===== config.mk =====
export PLATFORM = sky130hd
export DESIGN_NAME = opf_top
export DESIGN_NICKNAME = d
export VERILOG_FILES = /design/src/rtl/opf_pkg.sv /design/src/rtl/opf_offset_sel.sv /design/src/rtl/opf_src_path.sv /design/src/rtl/opf_dest_decode.sv /design/src/rtl/opf_top.sv
export SDC_FILE = /design/constraint.sdc
export NUM_CORES = 1
export LEC_CHECK = 0
export BUFFER_PORTS_ARGS = -buffer_cell sky130_fd_sc_hd__buf_2
export CORE_AREA = 4 4 270 272
export CTS_CLUSTER_DIAMETER = 200
export DETAILED_ROUTE_END_ITERATION = 6
export DIE_AREA = 0 0 274 276
export MAX_ROUTING_LAYER = met4
export PLACE_DENSITY = 0.54
export SLEW_MARGIN = 20
export SYNTH_ARGS = -nofsm -noshare
export SYNTH_HDL_FRONTEND = slang
export SYNTH_SLANG_ARGS = --single-unit

===== constraint.sdc =====
create_clock -name clk -period 4.7 [get_ports clk]
set_clock_uncertainty 0.2 [all_clocks]
set_input_delay 0.235 -clock clk [delete_from_list [all_inputs] [get_ports clk]]
set_output_delay 0.235 -clock clk [all_outputs]
set_load 0.05 [all_outputs]

===== src/rtl/opf_pkg.sv =====
package opf_pkg;
  localparam int COMP_W = 24;
  localparam int NCOMP  = 4;
  localparam int VEC_W  = COMP_W * NCOMP;
  localparam int SEL_W  = 2;
  localparam int SWZ_W  = SEL_W * NCOMP;
  localparam int BANK_W = 2;
  localparam int NSRC   = 3;

  typedef enum logic [BANK_W-1:0] {
    BANK_IN   = 2'd0,
    BANK_TMP  = 2'd1,
    BANK_UNI  = 2'd2,
    BANK_NONE = 2'd3
  } bank_e;

  // sign of a 24-bit float lives in its top bit
  function automatic logic [COMP_W-1:0] flip_sign(input logic [COMP_W-1:0] w);
    return {~w[COMP_W-1], w[COMP_W-2:0]};
  endfunction
endpackage


===== src/rtl/opf_offset_sel.sv =====
module opf_offset_sel #(
  parameter int AREG_W = 8,
  parameter int IDX_W  = 5
) (
  input  logic [1:0]        asel,
  input  logic [AREG_W-1:0] a0,
  input  logic [AREG_W-1:0] a1,
  input  logic              inv,
  input  logic              mad,
  output logic [IDX_W-1:0]  off,
  output logic [2:0]        slot_hit
);
  always_comb begin
    off = '0;
    unique case (asel)
      2'd1:    off = IDX_W'(a0);
      2'd2:    off = IDX_W'(a1);
      default: off = '0;
    endcase
  end

  // one slot at most takes the offset; three-source forms take none
  always_comb begin
    slot_hit = 3'b000;
    if (!mad && (asel == 2'd1 || asel == 2'd2)) begin
      if (inv) slot_hit[1] = 1'b1;
      else     slot_hit[0] = 1'b1;
    end
  end
endmodule


===== src/rtl/opf_src_path.sv =====
module opf_src_path
  import opf_pkg::*;
#(
  parameter int IDX_W = 5
) (
  input  logic [BANK_W+IDX_W-1:0] src_fld,
  input  logic [SWZ_W-1:0]        swz,
  input  logic                    neg,
  input  logic                    use_off,
  input  logic [IDX_W-1:0]        off,
  input  logic                    enable,
  output logic [BANK_W-1:0]       rd_bank,
  output logic [IDX_W-1:0]        rd_idx,
  input  logic [VEC_W-1:0]        rd_data,
  output logic [VEC_W-1:0]        vec
);
  bank_e            bank;
  logic [VEC_W-1:0] fetched;

  assign bank    = bank_e'(src_fld[IDX_W +: BANK_W]);
  assign rd_bank = bank;
  assign rd_idx  = src_fld[IDX_W-1:0] + (use_off ? off : '0);
  assign fetched = (bank == BANK_NONE) ? '0 : rd_data;

  for (genvar i = 0; i < NCOMP; i++) begin : g_comp
    logic [SEL_W-1:0]  sel;
    logic [COMP_W-1:0] picked;
    assign sel    = swz[i*SEL_W +: SEL_W];
    assign picked = fetched[sel*COMP_W +: COMP_W];
    assign vec[i*COMP_W +: COMP_W] =
      !enable ? '0 : (neg ? flip_sign(picked) : picked);
  end
endmodule


===== src/rtl/opf_dest_decode.sv =====
module opf_dest_decode #(
  parameter int DEST_W = 7,
  parameter int DIDX_W = 4
) (
  input  logic [DEST_W-1:0] dest,
  input  logic [3:0]        mask_in,
  output logic              dbank,
  output logic [DIDX_W-1:0] didx,
  output logic [3:0]        mask_out
);
  localparam int REGION = 1 << DIDX_W;

  assign didx = dest[DIDX_W-1:0];

  always_comb begin
    dbank    = 1'b0;
    mask_out = 4'b0000;
    if (int'(dest) < REGION) begin
      dbank    = 1'b0;
      mask_out = mask_in;
    end else if (int'(dest) < 2 * REGION) begin
      dbank    = 1'b1;
      mask_out = mask_in;
    end
  end
endmodule


===== src/rtl/opf_top.sv =====
module opf_top
  import opf_pkg::*;
#(
  parameter int IDX_W  = 5,
  parameter int AREG_W = 8,
  parameter int DEST_W = 7,
  parameter int DIDX_W = 4
) (
  input  logic                      clk,
  input  logic                      rst_n,
  input  logic                      in_valid,
  output logic                      in_ready,
  input  logic                      inst_inv,
  input  logic                      inst_mad,
  input  logic [1:0]                inst_asel,
  input  logic [NSRC*(BANK_W+IDX_W)-1:0] inst_src,
  input  logic [NSRC*SWZ_W-1:0]     inst_swz,
  input  logic [NSRC-1:0]           inst_neg,
  input  logic [DEST_W-1:0]         inst_dest,
  input  logic [3:0]                inst_mask,
  input  logic [AREG_W-1:0]         areg0,
  input  logic [AREG_W-1:0]         areg1,
  output logic [NSRC*BANK_W-1:0]    rf_bank,
  output logic [NSRC*IDX_W-1:0]     rf_idx,
  input  logic [NSRC*VEC_W-1:0]     rf_data,
  output logic                      out_valid,
  input  logic                      out_ready,
  output logic [NSRC*VEC_W-1:0]     out_op,
  output logic [3:0]                out_mask,
  output logic                      out_dest_bank,
  output logic [DIDX_W-1:0]         out_dest_idx
);
  localparam int SRC_W  = BANK_W + IDX_W;
  localparam int REGION = 1 << DIDX_W;

  logic [IDX_W-1:0]      off;
  logic [2:0]            slot_hit;
  logic [NSRC*VEC_W-1:0] op_next;
  logic                  dbank_next;
  logic [DIDX_W-1:0]     didx_next;
  logic [3:0]            mask_next;
  logic                  accept;

  opf_offset_sel #(.AREG_W(AREG_W), .IDX_W(IDX_W)) u_off (
    .asel(inst_asel), .a0(areg0), .a1(areg1), .inv(inst_inv), .mad(inst_mad),
    .off(off), .slot_hit(slot_hit)
  );

  for (genvar s = 0; s < NSRC; s++) begin : g_src
    opf_src_path #(.IDX_W(IDX_W)) u_path (
      .src_fld (inst_src[s*SRC_W +: SRC_W]),
      .swz     (inst_swz[s*SWZ_W +: SWZ_W]),
      .neg     (inst_neg[s]),
      .use_off (slot_hit[s]),
      .off     (off),
      .enable  ((s < 2) ? 1'b1 : inst_mad),
      .rd_bank (rf_bank[s*BANK_W +: BANK_W]),
      .rd_idx  (rf_idx[s*IDX_W +: IDX_W]),
      .rd_data (rf_data[s*VEC_W +: VEC_W]),
      .vec     (op_next[s*VEC_W +: VEC_W])
    );
  end

  opf_dest_decode #(.DEST_W(DEST_W), .DIDX_W(DIDX_W)) u_dest (
    .dest(inst_dest), .mask_in(inst_mask),
    .dbank(dbank_next), .didx(didx_next), .mask_out(mask_next)
  );

  assign in_ready = !out_valid || out_ready;
  assign accept   = in_valid && in_ready;

  always_ff @(posedge clk) begin
    if (!rst_n) begin
      out_valid     <= 1'b0;
      out_op        <= '0;
      out_mask      <= '0;
      out_dest_bank <= 1'b0;
      out_dest_idx  <= '0;
    end else begin
      if (in_ready) out_valid <= in_valid;
      if (accept) begin
        out_op        <= op_next;
        out_mask      <= mask_next;
        out_dest_bank <= dbank_next;
        out_dest_idx  <= didx_next;
      end
    end
  end

  // offset steering: the slot not chosen must see its raw index
  assert_raw_slot1_normal_R3: assert property (@(posedge clk) disable iff (!rst_n)
    (in_valid && !inst_inv) |-> rf_idx[IDX_W +: IDX_W] == inst_src[SRC_W +: IDX_W]);
  assert_raw_slot0_inverted_R3: assert property (@(posedge clk) disable iff (!rst_n)
    (in_valid && inst_inv) |-> rf_idx[0 +: IDX_W] == inst_src[0 +: IDX_W]);
  assert_raw_all_mad_R3: assert property (@(posedge clk) disable iff (!rst_n)
    (in_valid && inst_mad) |-> (rf_idx[0 +: IDX_W] == inst_src[0 +: IDX_W]) &&
                               (rf_idx[IDX_W +: IDX_W] == inst_src[SRC_W +: IDX_W]));
  assert_no_third_R6: assert property (@(posedge clk) disable iff (!rst_n)
    (accept && !inst_mad) |=> out_op[2*VEC_W +: VEC_W] == '0);
  assert_drop_dest_R7: assert property (@(posedge clk) disable iff (!rst_n)
    (accept && int'(inst_dest) >= 2 * REGION) |=> out_mask == 4'b0000);
  assert_hold_R9: assert property (@(posedge clk) disable iff (!rst_n)
    (out_valid && !out_ready) |=> out_valid && $stable(out_op) && $stable(out_mask)
                                  && $stable(out_dest_idx));
  assert_reset_idle_R10: assert property (@(posedge clk) disable iff (!rst_n)
    $rose(rst_n) |-> !out_valid);
endmodule


==> results of run 1 <==
==> critical path, stage by stage <==
cell and delay [ns]:
dlygate4sd3_1 0.59, buf_2 0.24, inv_2 0.10, nor2_4 0.16
buf_12 0.45, o221ai_1 0.33, dlygate4sd3_1 0.67, o211a_1 0.13
==> layout make-up <==
class | instances | area share
sequential | 298 | 0.217
clock inverter | 12 | 0.00496
clock buffer | 56 | 0.0411
multi-input combinational | 1371 | 0.443
tap | 950 | 0.0432
timing repair buffer | 1020 | 0.247
inverter | 14 | 0.00191
antenna | 28 | 0.00255
==> cells in the final DEF (no fill, tap or decap), types with 10 or more instances in the layout <==
| master | instances |
|---|---|
| buf_4 | 34 |
| a22oi_1 | 97 |
| o211a_1 | 184 |
| buf_2 | 672 |
| mux2i_1 | 576 |
| o22ai_1 | 103 |
| nand2_1 | 23 |
| clkbuf_16 | 40 |
| inv_1 | 12 |
| ha_1 | 10 |
| o221ai_1 | 184 |
| nor2b_1 | 92 |
| nand3_1 | 13 |
| diode_2 | 28 |
| a21o_1 | 13 |
| dlygate4sd3_1 | 311 |
| dfxtp_1 | 298 |
==> repair_timing <==
item | 4_1_cts | 5_1_grt
hold buffers | 311 | 0
setup buffers | 0 | 0
endpoints found under the hold margin | 167 | 0
==> layer usage <==
| layer | global-route usage | wire length (µm) | vias to the layer above |
|---|---|---|---|
| li1 | - | - | 9309 |
| met1 | 0.252 | 34300 | 10200 |
| met2 | 0.371 | 42300 | 1039 |
| met3 | 0.0588 | 7840 | 305 |
| met4 | 0.124 | 4980 | 0 |
| met5 | - | 0 | - |
==> through the flow <==
stage	utilization	total power, W
global route	0.389	0.00883
CTS	0.388	0.00854
finish	0.389	0.00849
detailed placement	0.326	0.00521
global placement	0.326	0.00517
floorplan	-	0.00446
==> sequential cells by signal, indices dropped and copies added (netlist names) <==
name,count
out_op,288
out_dest_idx,4
out_mask,4
out_dest_bank,1
out_valid,1
==> report_power, final <==
part           internal (W)  total (W)  switching, W
Sequential          0.00270    0.00279     0.0000949
Clock               0.00179    0.00303       0.00124
Combinational      0.000968    0.00267       0.00170
Total               0.00545    0.00849       0.00304
==> kinds of logic after synthesis <==
family | count (synthesis) | synth area share
flops | 298 | 0.307
xor+xnor | 12 | 0.00541
fa+ha+maj | 12 | 0.00851
compound gates | 623 | 0.272
mux | 576 | 0.297
buf+inv | 248 | 0.0662
simple gates | 148 | 0.0436
==> how the worst min path moves through the flow <==
stage                            start               to  slack (ns)  cells after the start
after floorplan           inst_dest[0]  out_dest_idx[0]        0.17                      2
after global placement     out_mask[0]      out_mask[0]        0.23                      2
after detailed placement   out_mask[0]      out_mask[0]        0.25                      2
after CTS                 rf_data[240]      out_op[216]      0.0003                      5
after global routing        rf_data[6]       out_op[30]        0.03                      4
final                     rf_data[167]      out_op[191]        0.02                      5
==> summary.md, run 1 <==
| Metric | Value |
|---|---|
| Final setup fails | `0` |
| Crit path launch | `in_valid` |
| NumNets Final | `between 3,000 and 4,000` |
| RSZ-0062 raised after global routing | `no` |
| Max Freq | `311 MHz` |
| Worst slew pin tran | `1.44 ns` |
| Starting DRT DRC Count | `1,375` |
| Via density | `5.56` |
| CTS H-tree depth | `2` |
| First drt pass iteration count | `7` |
| Clock transition at the registers of the reported paths | `roughly 0.070 ns` |
| HP Class | `input port to flip-flop` |
| Leak | `14.1 nW` |
| Final Slew Violations | `0` |
| Drc violations | `0` |
| Die Ht | `276 µm` |
| Cell Area, Placed | `~23,000 µm²` |
| Critical Path End | `out_op[151]` |
| Critical path type | `input port to flip-flop` |
| Inserted Clock Buffers | `39` |
| Syn Nets | `2,300` |
| Fillers | `around 7,000` |
| Setup tns final | `0 ns` |
| Post-synth top area cell | `dfxtp_1` |
| CP Capture Type | `flip-flop` |
| Top-count cell post-synth | `mux2i_1` |
| Peak supply drop | `0.000306 V` |
| Wirelength, routed | `89,300 µm` |
| Worst Path Max Fanout | `245` |
| Final instance area | `27,500 µm²` |
| Hold slack | `0.0231 ns` |
| Fraction of layout cells with a size suffix above 1 | `0.284` |
| DIE AREA | `75,600 µm²` |
| Reg2Reg Depth | `6` |
| Max Cap Viol | `0` |
| Die X | `approximately 270 µm` |
| CTS Root Buffer Type | `clkbuf_16` |
| Top post-synthesis cells by area | `dfxtp_1, mux2i_1, o211a_1` |
| CTS sink cnt | `between 200 and 300` |
| Yosys cell types | `37` |
| CP Launch Type | `input port` |
| Multi-input gate area | `about 12,000 µm²` |
| Core area | `just over 70,000 µm²` |
| GRT overflow | `0` |
| Synth async-reset ratio | `0` |
| Worst Path Arrival | `3.47 ns` |
| Pin count of the biggest net entering global routing | `246` |
| Post-route insts no fill | `between 3,000 and 4,000` |
| Antenna-violating nets left | `0` |
| Clock Tree Buf Depth | `3` |
| IO Pins | `691` |
| Final Cycle Share | `0.684` |
| Area share of the leading cell type in the synthesized netlist | `0.307` |
| RePlAce Congestion | `a little over 0.9` |
| Yosys warning total | `0` |
| Post-Syn Area per Cell | `10.1 µm²` |
| # port buffers | `674` |
| Starting Density | `0.274` |
| Register area | `~6000 µm²` |
| Inst Count DP | `3,342` |
| Sequential share of the synthesized area | `0.307` |
| Worst R2R Start | `out_valid` |
| Post-CTS Resized | `0` |
| Power per cell area | `309 nW/µm²` |
| Rows | `98` |
| Reg2reg setup slack | `1.68 ns` |
| Status | `finished, final reports clean` |
| Seq cells post-synth | `298` |
| Total Routing Usage GR | `0.227` |
| CP required | `4.96 ns` |
| Initial antenna violation count | `28` |
| TritonCTS clock tree | `done` |
| Crit path time final | `3.21 ns` |
| Detail Placement HPWL | `60,300 µm` |
| Fin. Hold Viols | `0` |
| Synth cell count leaders | `mux2i_1, dfxtp_1, o211a_1, o221ai_1, o22ai_1` |
| Post-place setup slack | `1.58 ns` |
| Global-route wire length before repair | `132,000 µm` |
| Worst r2r dst | `out_op[151]` |
| WL per Instance | `roughly 24 µm` |
| Dominant synthesized flop cell | `dfxtp_1` |
| Area Growth Syn to Fin | `41.7%` |
| Post-synth EDFFs | `0` |
| Final WS setup | `roughly 1.5 ns` |
| Number of global-route vias before repair | `21,600` |
| Via count | `20,900` |
| Synth Instances | `1,917` |
| Mapped Area | `19,400 µm²` |
| Headroom to the max-slew limit | `0.0381` |
| Clk_lat worst skew | `0.56 ns` |
Note: power is estimated with default switching activity, not from simulation.
==> run 2, diff against run 1 <==
- CORE_AREA: 4 4 270 272 -> 4 4 266 268
- DIE_AREA: 0 0 274 276 -> 0 0 270 272
- PLACE_DENSITY: 0.54 -> 0.57
- clock period: 4.7 -> 2.8 ns (I/O delays scaled with it)
==> summary.md, run 2 (synthesis results as in run 1) <==
| Metric | Value |
|---|---|
| WL per Instance | `roughly 24 µm` |
| CTS sink cnt | `298` |
| Critical path type | `input port to flip-flop` |
| Starting DRT DRC Count | `1,953` |
| Commonest non-fill, non-tap cell in the layout | `buf_2` |
| CTS H-tree depth | `2` |
| Clock transition at the registers of the reported paths | `0.06 ns` |
| Fin. Hold Viols | `0` |
| Worst slew pin tran | `0.852 ns` |
| TritonCTS clock tree | `done` |
| Final WS setup | `0.0784 ns` |
| Via density | `5.61` |
| Pin count of the biggest net entering global routing | `109` |
| # port buffers | `between 600 and 700` |
| Starting Density | `0.284` |
| Kind of cell adding the most delay to the critical path | `buffers and inverters` |
| Number of global-route vias before repair | `around 23,000` |
| Global-route wire length before repair | `140,000 µm` |
| Worst R2R Start | `out_valid` |
| Reg2Reg Depth | `8` |
| Rows | `96` |
| Hold Path Cell Cnt | `4` |
| Leak | `15.7 nW` |
| Max Cap Viol | `0` |
| First drt pass iteration count | `5` |
| Final core utilization | `0.453` |
| GRT overflow | `0` |
| Inst Count DP | `3,317` |
| Crit-path cells | `clkbuf_4 > buf_12 > mux2i_1 > dlygate4sd3_1 > o221ai_1 > dlygate4sd3_1 > o211a_1 > dlygate4sd3_1` |
| CTS Root Buffer Type | `clkbuf_16` |
| Drc violations | `0` |
| Clk_lat worst skew | `0.54 ns` |
| Reg2reg setup slack | `0.13 ns` |
| RePlAce Congestion | `between 0.9 and 1` |
| Hold endpoint | `out_op[74]` |
| Antenna-violating nets left | `0` |
| Inserted Clock Buffers | `39` |
| Max Freq | `367 MHz` |
| Clock Tree Buf Depth | `3` |
| Hold slack | `0.00647 ns` |
| Worst Path Max Fanout | `28` |
| Most frequent cells in the layout | `buf_2, dlygate4sd3_1, mux2i_1` |
| Final setup fails | `0` |
| Worst Path Arrival | `2.97 ns` |
| Final Cycle Share | `0.972` |
| IO Pins | `691` |
| CP Capture Type | `flip-flop` |
| Die Ht | `272 µm` |
| Max reg flops | `288` |
| Via count | `22,400` |
| Area Growth Syn to Fin | `59.6%` |
| Post-place setup slack | `-0.112 ns` |
| Die X | `270 µm` |
| Setup tns final | `0 ns` |
| HP Class | `input port to flip-flop` |
| CP Launch Type | `input port` |
| Headroom to the max-slew limit | `0.432` |
| Fillers | `6,329` |
| Core area | `between 60,000 and 70,000 µm²` |
| Status | `finished, final reports clean` |
| Reg with most FFs | `out_op` |
| Top Registers | `out_op x288, out_dest_idx x4, out_mask x4` |
| CP required | `3.05 ns` |
| NumNets Final | `3,456` |
| Wirelength, routed | `94,000 µm` |
| Final Slew Violations | `0` |
| Total Routing Usage GR | `0.245` |
| CP dominant cell by count | `dlygate4sd3_1` |
| Peak supply drop | `about 0.00044 V` |
| Fraction of layout cells with a size suffix above 1 | `0.275` |
| WP buf/inv | `5` |
| Detail Placement HPWL | `62,100 µm` |
| Worst r2r dst | `out_op[24]` |
| Post-route insts no fill | `3,998` |
| Hold Startpoint | `rf_data[74]` |
| Power per cell area | `486 nW/µm²` |
| Slowest stage cell, crit path | `dlygate4sd3_1` |
| DIE AREA | `73,400 µm²` |
| Crit-path max cell delay | `0.60 ns` |
| Crit path time final | `between 2 and 3 ns` |
| Initial antenna violation count | `10` |
run 2: cell types whose count changed in the layout (fill, tap and decap cells not counted), moves of 4 or more:
| cell | delta |
|---|---|
| buf_12 | +20 |
| buf_4 | +31 |
| diode_2 | -14 |
| dlygate4sd3_1 | +277 |
| clkbuf_8 | +4 |
| buf_2 | -6 |
run 2: layer usage:
layer,vias up,wire length [µm],global-route usage
met2,1159,44800,0.409
met4,0,5300,0.125
met3,336,7150,0.0545
li1,9946,-,-
met5,-,0,-
met1,11000,36700,0.276
run 2: metrics by stage:
stage               area [µm²]  power (W)
floorplan                19400    0.00749
global placement         23600    0.00879
detailed placement       23600    0.00885
CTS                      30800     0.0150
global route             31000     0.0156
finish                   31000     0.0151
run 2: worst reg2reg max path, delay by kind of cell, from the launching register on:
kind	cells	cell delay (ns)
simple gates	2	0.32
compound gates	2	0.28
flops	1	0.32
buf+inv	4	1.47
run 2: report_power, final:
part | switching, W | internal, W | total (W)
Sequential | 0.000178 | 0.00453 | 0.00471
Clock | 0.00214 | 0.00314 | 0.00528
Combinational | 0.00299 | 0.00207 | 0.00507
Total | 0.00531 | 0.00974 | 0.0151
run 2: what timing repair did:
action                                  CTS  global route
setup buffers                             0             7
endpoints found under the hold margin   277             0
hold buffers                            588             0
endpoints found under the setup margin    4             8
cloned                                    0             2
resized for setup                         5            16
pin swaps                                 1             2
run 2: final cells by class:
cell class	count	area [µm²]	area share
clock inverters	14	174	0.00561
repair buffers	1349	10300	0.332
inverters	14	52.6	0.00170
multi-input cells	1371	12200	0.395
flip-flops and latches	298	5970	0.192
well taps	882	1100	0.0356
clock buffers	56	1150	0.0371
diodes	14	35.0	0.00113
run 2: worst max-delay path by stage:
| stage | from | end | cells after the start |
|---|---|---|---|
| 3_3_place_gp | inst_asel[0] | rf_idx[9] | 13 |
| 5_1_grt | inst_swz[0] | out_op[18] | 8 |
| 2_1_floorplan | inst_asel[0] | rf_idx[9] | 11 |
| 3_5_place_dp | inst_asel[0] | rf_idx[9] | 13 |
| 4_1_cts | inst_asel[0] | rf_idx[9] | 13 |
| 6_report | inst_swz[0] | out_op[18] | 8 |
==> run 3, diff against run 2 <==
- BUFFER_PORTS_ARGS: -buffer_cell sky130_fd_sc_hd__buf_2 -> unset
- CORE_AREA: 4 4 266 268 -> 4 4 270 272
- DIE_AREA: 0 0 270 272 -> 0 0 274 276
- DONT_BUFFER_PORTS: unset -> 1
- PLACE_DENSITY: 0.57 -> 0.47
==> summary.md, run 3 <==
| Metric | Value |
|---|---|
| Status | `aborted with a tool error` |
| Failing step | `4_1_cts` |
| First Error | `[ERROR RSZ-0060] Max buffer count reached.` |
| Compound-Gate Fraction of Synth Area | `0.272` |
| Setup bufs post-CTS | `0` |
| Yosys warning total | `0` |
| Yosys cell types | `37` |
| Post-place setup slack | `-0.0447 ns` |
| Post-synthesis xor/xnor area fraction | `0.00541` |
| Top-count cell post-synth | `mux2i_1` |
| Synth Instances | `1,917` |
| Area share of the leading cell type in the synthesized netlist | `0.307` |
| Sequential share of the synthesized area | `0.307` |
| Seq cells post-synth | `298` |
| Inserted Clock Buffers | `40` |
| IO Pins | `roughly 690` |
| Adder-cell share of the synthesized area | `0.00851` |
| Dominant synthesized flop cell | `dfxtp_1` |
| Simple-Gate Fraction of Synth Area | `0.0436` |
| Post-synth top area cell | `dfxtp_1` |
| # port buffers | `0` |
| Post-synth EDFFs | `0` |
| Syn Nets | `~2,300` |
| CTS H-tree depth | `2` |
| Synth cell count leaders | `mux2i_1, dfxtp_1, o211a_1, o221ai_1, o22ai_1` |
| Synth async-reset ratio | `0` |
| Largest family of logic cells by synthesized area | `multiplexers` |
| Hold-fix buffers, CTS | `555` |
| Die X | `about 270 µm` |
| Post-CTS Resized | `1` |
| Cell Area, Placed | `20,000 µm²` |
| Clock Tree Buf Depth | `3` |
| Detail Placement HPWL | `58,400 µm` |
| Starting Density | `0.274` |
| Mapped Area | `between 15,000 and 20,000 µm²` |
| Top post-synthesis cells by area | `dfxtp_1, mux2i_1, o211a_1` |
| CTS Root Buffer Type | `clkbuf_16` |
| RePlAce Congestion | `between 0.9 and 1` |
| Post-Syn Area per Cell | `10.1 µm²` |
| Die Ht | `276 µm` |
| Rows | `98` |
| CTS sink cnt | `298` |
| Multiplexer area fraction after synthesis | `0.297` |
run 3: cell counts after synthesis:
Identical to the previous run, type by type.
run 3: kinds of logic after synthesis:
| group | Yosys count |
|---|---|
| compound gates | 623 |
| xor+xnor | 12 |
| fa+ha+maj | 12 |
| buf+inv | 248 |
| flops | 298 |
| mux | 576 |
| simple gates | 148 |
run 3: per-stage QoR:
stage	setup TNS, ns	hold WS, ns	util	cells
after floorplan	-0.0398	0.0749	-	1917
after detailed placement	-0.0447	0.0803	0.283	2694
after global placement	-0.0249	0.0773	0.283	2694
==> run 4, diff against run 3 <==
- CORE_AREA: 4 4 270 272 -> 4 4 271 273
- CTS_CLUSTER_DIAMETER: 200 -> unset
- DIE_AREA: 0 0 274 276 -> 0 0 275 277
- MAX_ROUTING_LAYER: met4 -> unset
- PLACE_DENSITY: 0.47 -> unset
- PLACE_DENSITY_LB_ADDON: unset -> 0.15
- clock period: 2.8 -> 3.65 ns (I/O delays scaled with it)
==> summary.md, run 4 <==
| Metric | Value |
|---|---|
| Status | `aborted with a tool error` |
| Failing step | `4_1_cts` |
| First Error | `[ERROR RSZ-0060] Max buffer count reached.` |
| Synth async-reset ratio | `0` |
| Yosys warning total | `0` |
| Compound-Gate Fraction of Synth Area | `0.272` |
| Top post-synthesis cells by area | `dfxtp_1, mux2i_1, o211a_1` |
| Simple-Gate Fraction of Synth Area | `0.0436` |
| Hold-fix buffers, CTS | `551` |
| CTS sink cnt | `slightly below 300` |
| Post-synth EDFFs | `0` |
| IO Pins | `691` |
| Synth Instances | `about 1,900` |
| Yosys cell types | `37` |
| Multiplexer area fraction after synthesis | `0.297` |
| RePlAce Congestion | `0.897` |
| Mapped Area | `19,400 µm²` |
| CTS Root Buffer Type | `clkbuf_16` |
| Dominant synthesized flop cell | `dfxtp_1` |
| Post-synth top area cell | `dfxtp_1` |
| # port buffers | `0` |
| Rows | `98` |
| Post-CTS Resized | `0` |
| Die X | `between 200 and 300 µm` |
| Adder-cell share of the synthesized area | `0.00851` |
| Post-Syn Area per Cell | `10.1 µm²` |
| Inserted Clock Buffers | `40` |
| Top-count cell post-synth | `mux2i_1` |
| Area share of the leading cell type in the synthesized netlist | `0.307` |
| Synth cell count leaders | `mux2i_1, dfxtp_1, o211a_1, o221ai_1, o22ai_1` |
| Sequential share of the synthesized area | `0.307` |
| Largest family of logic cells by synthesized area | `multiplexers` |
| CTS H-tree depth | `2` |
| Seq cells post-synth | `298` |
| Starting Density | `0.273` |
| Clock Tree Buf Depth | `3` |
| Detail Placement HPWL | `57,800 µm` |
| Syn Nets | `roughly 2,300` |
| Post-synthesis xor/xnor area fraction | `0.00541` |
| Setup bufs post-CTS | `0` |
| Die Ht | `277 µm` |
==> run 4: cell families after synthesis <==
| logic type | after synthesis |
|---|---|
| simple gates | 148 |
| mux | 576 |
| flops | 298 |
| buf+inv | 248 |
| fa+ha+maj | 12 |
| xor+xnor | 12 |
| compound gates | 623 |
==> run 4: stage by stage <==
stage | hold slack (ns) | cell area, µm² | instances | setup WS, ns
3_3_place_gp | 0.122 | 19800 | 2674 | 0.812
2_1_floorplan | 0.117 | 19400 | 1917 | 0.470
3_5_place_dp | 0.127 | 19800 | 2674 | 0.810
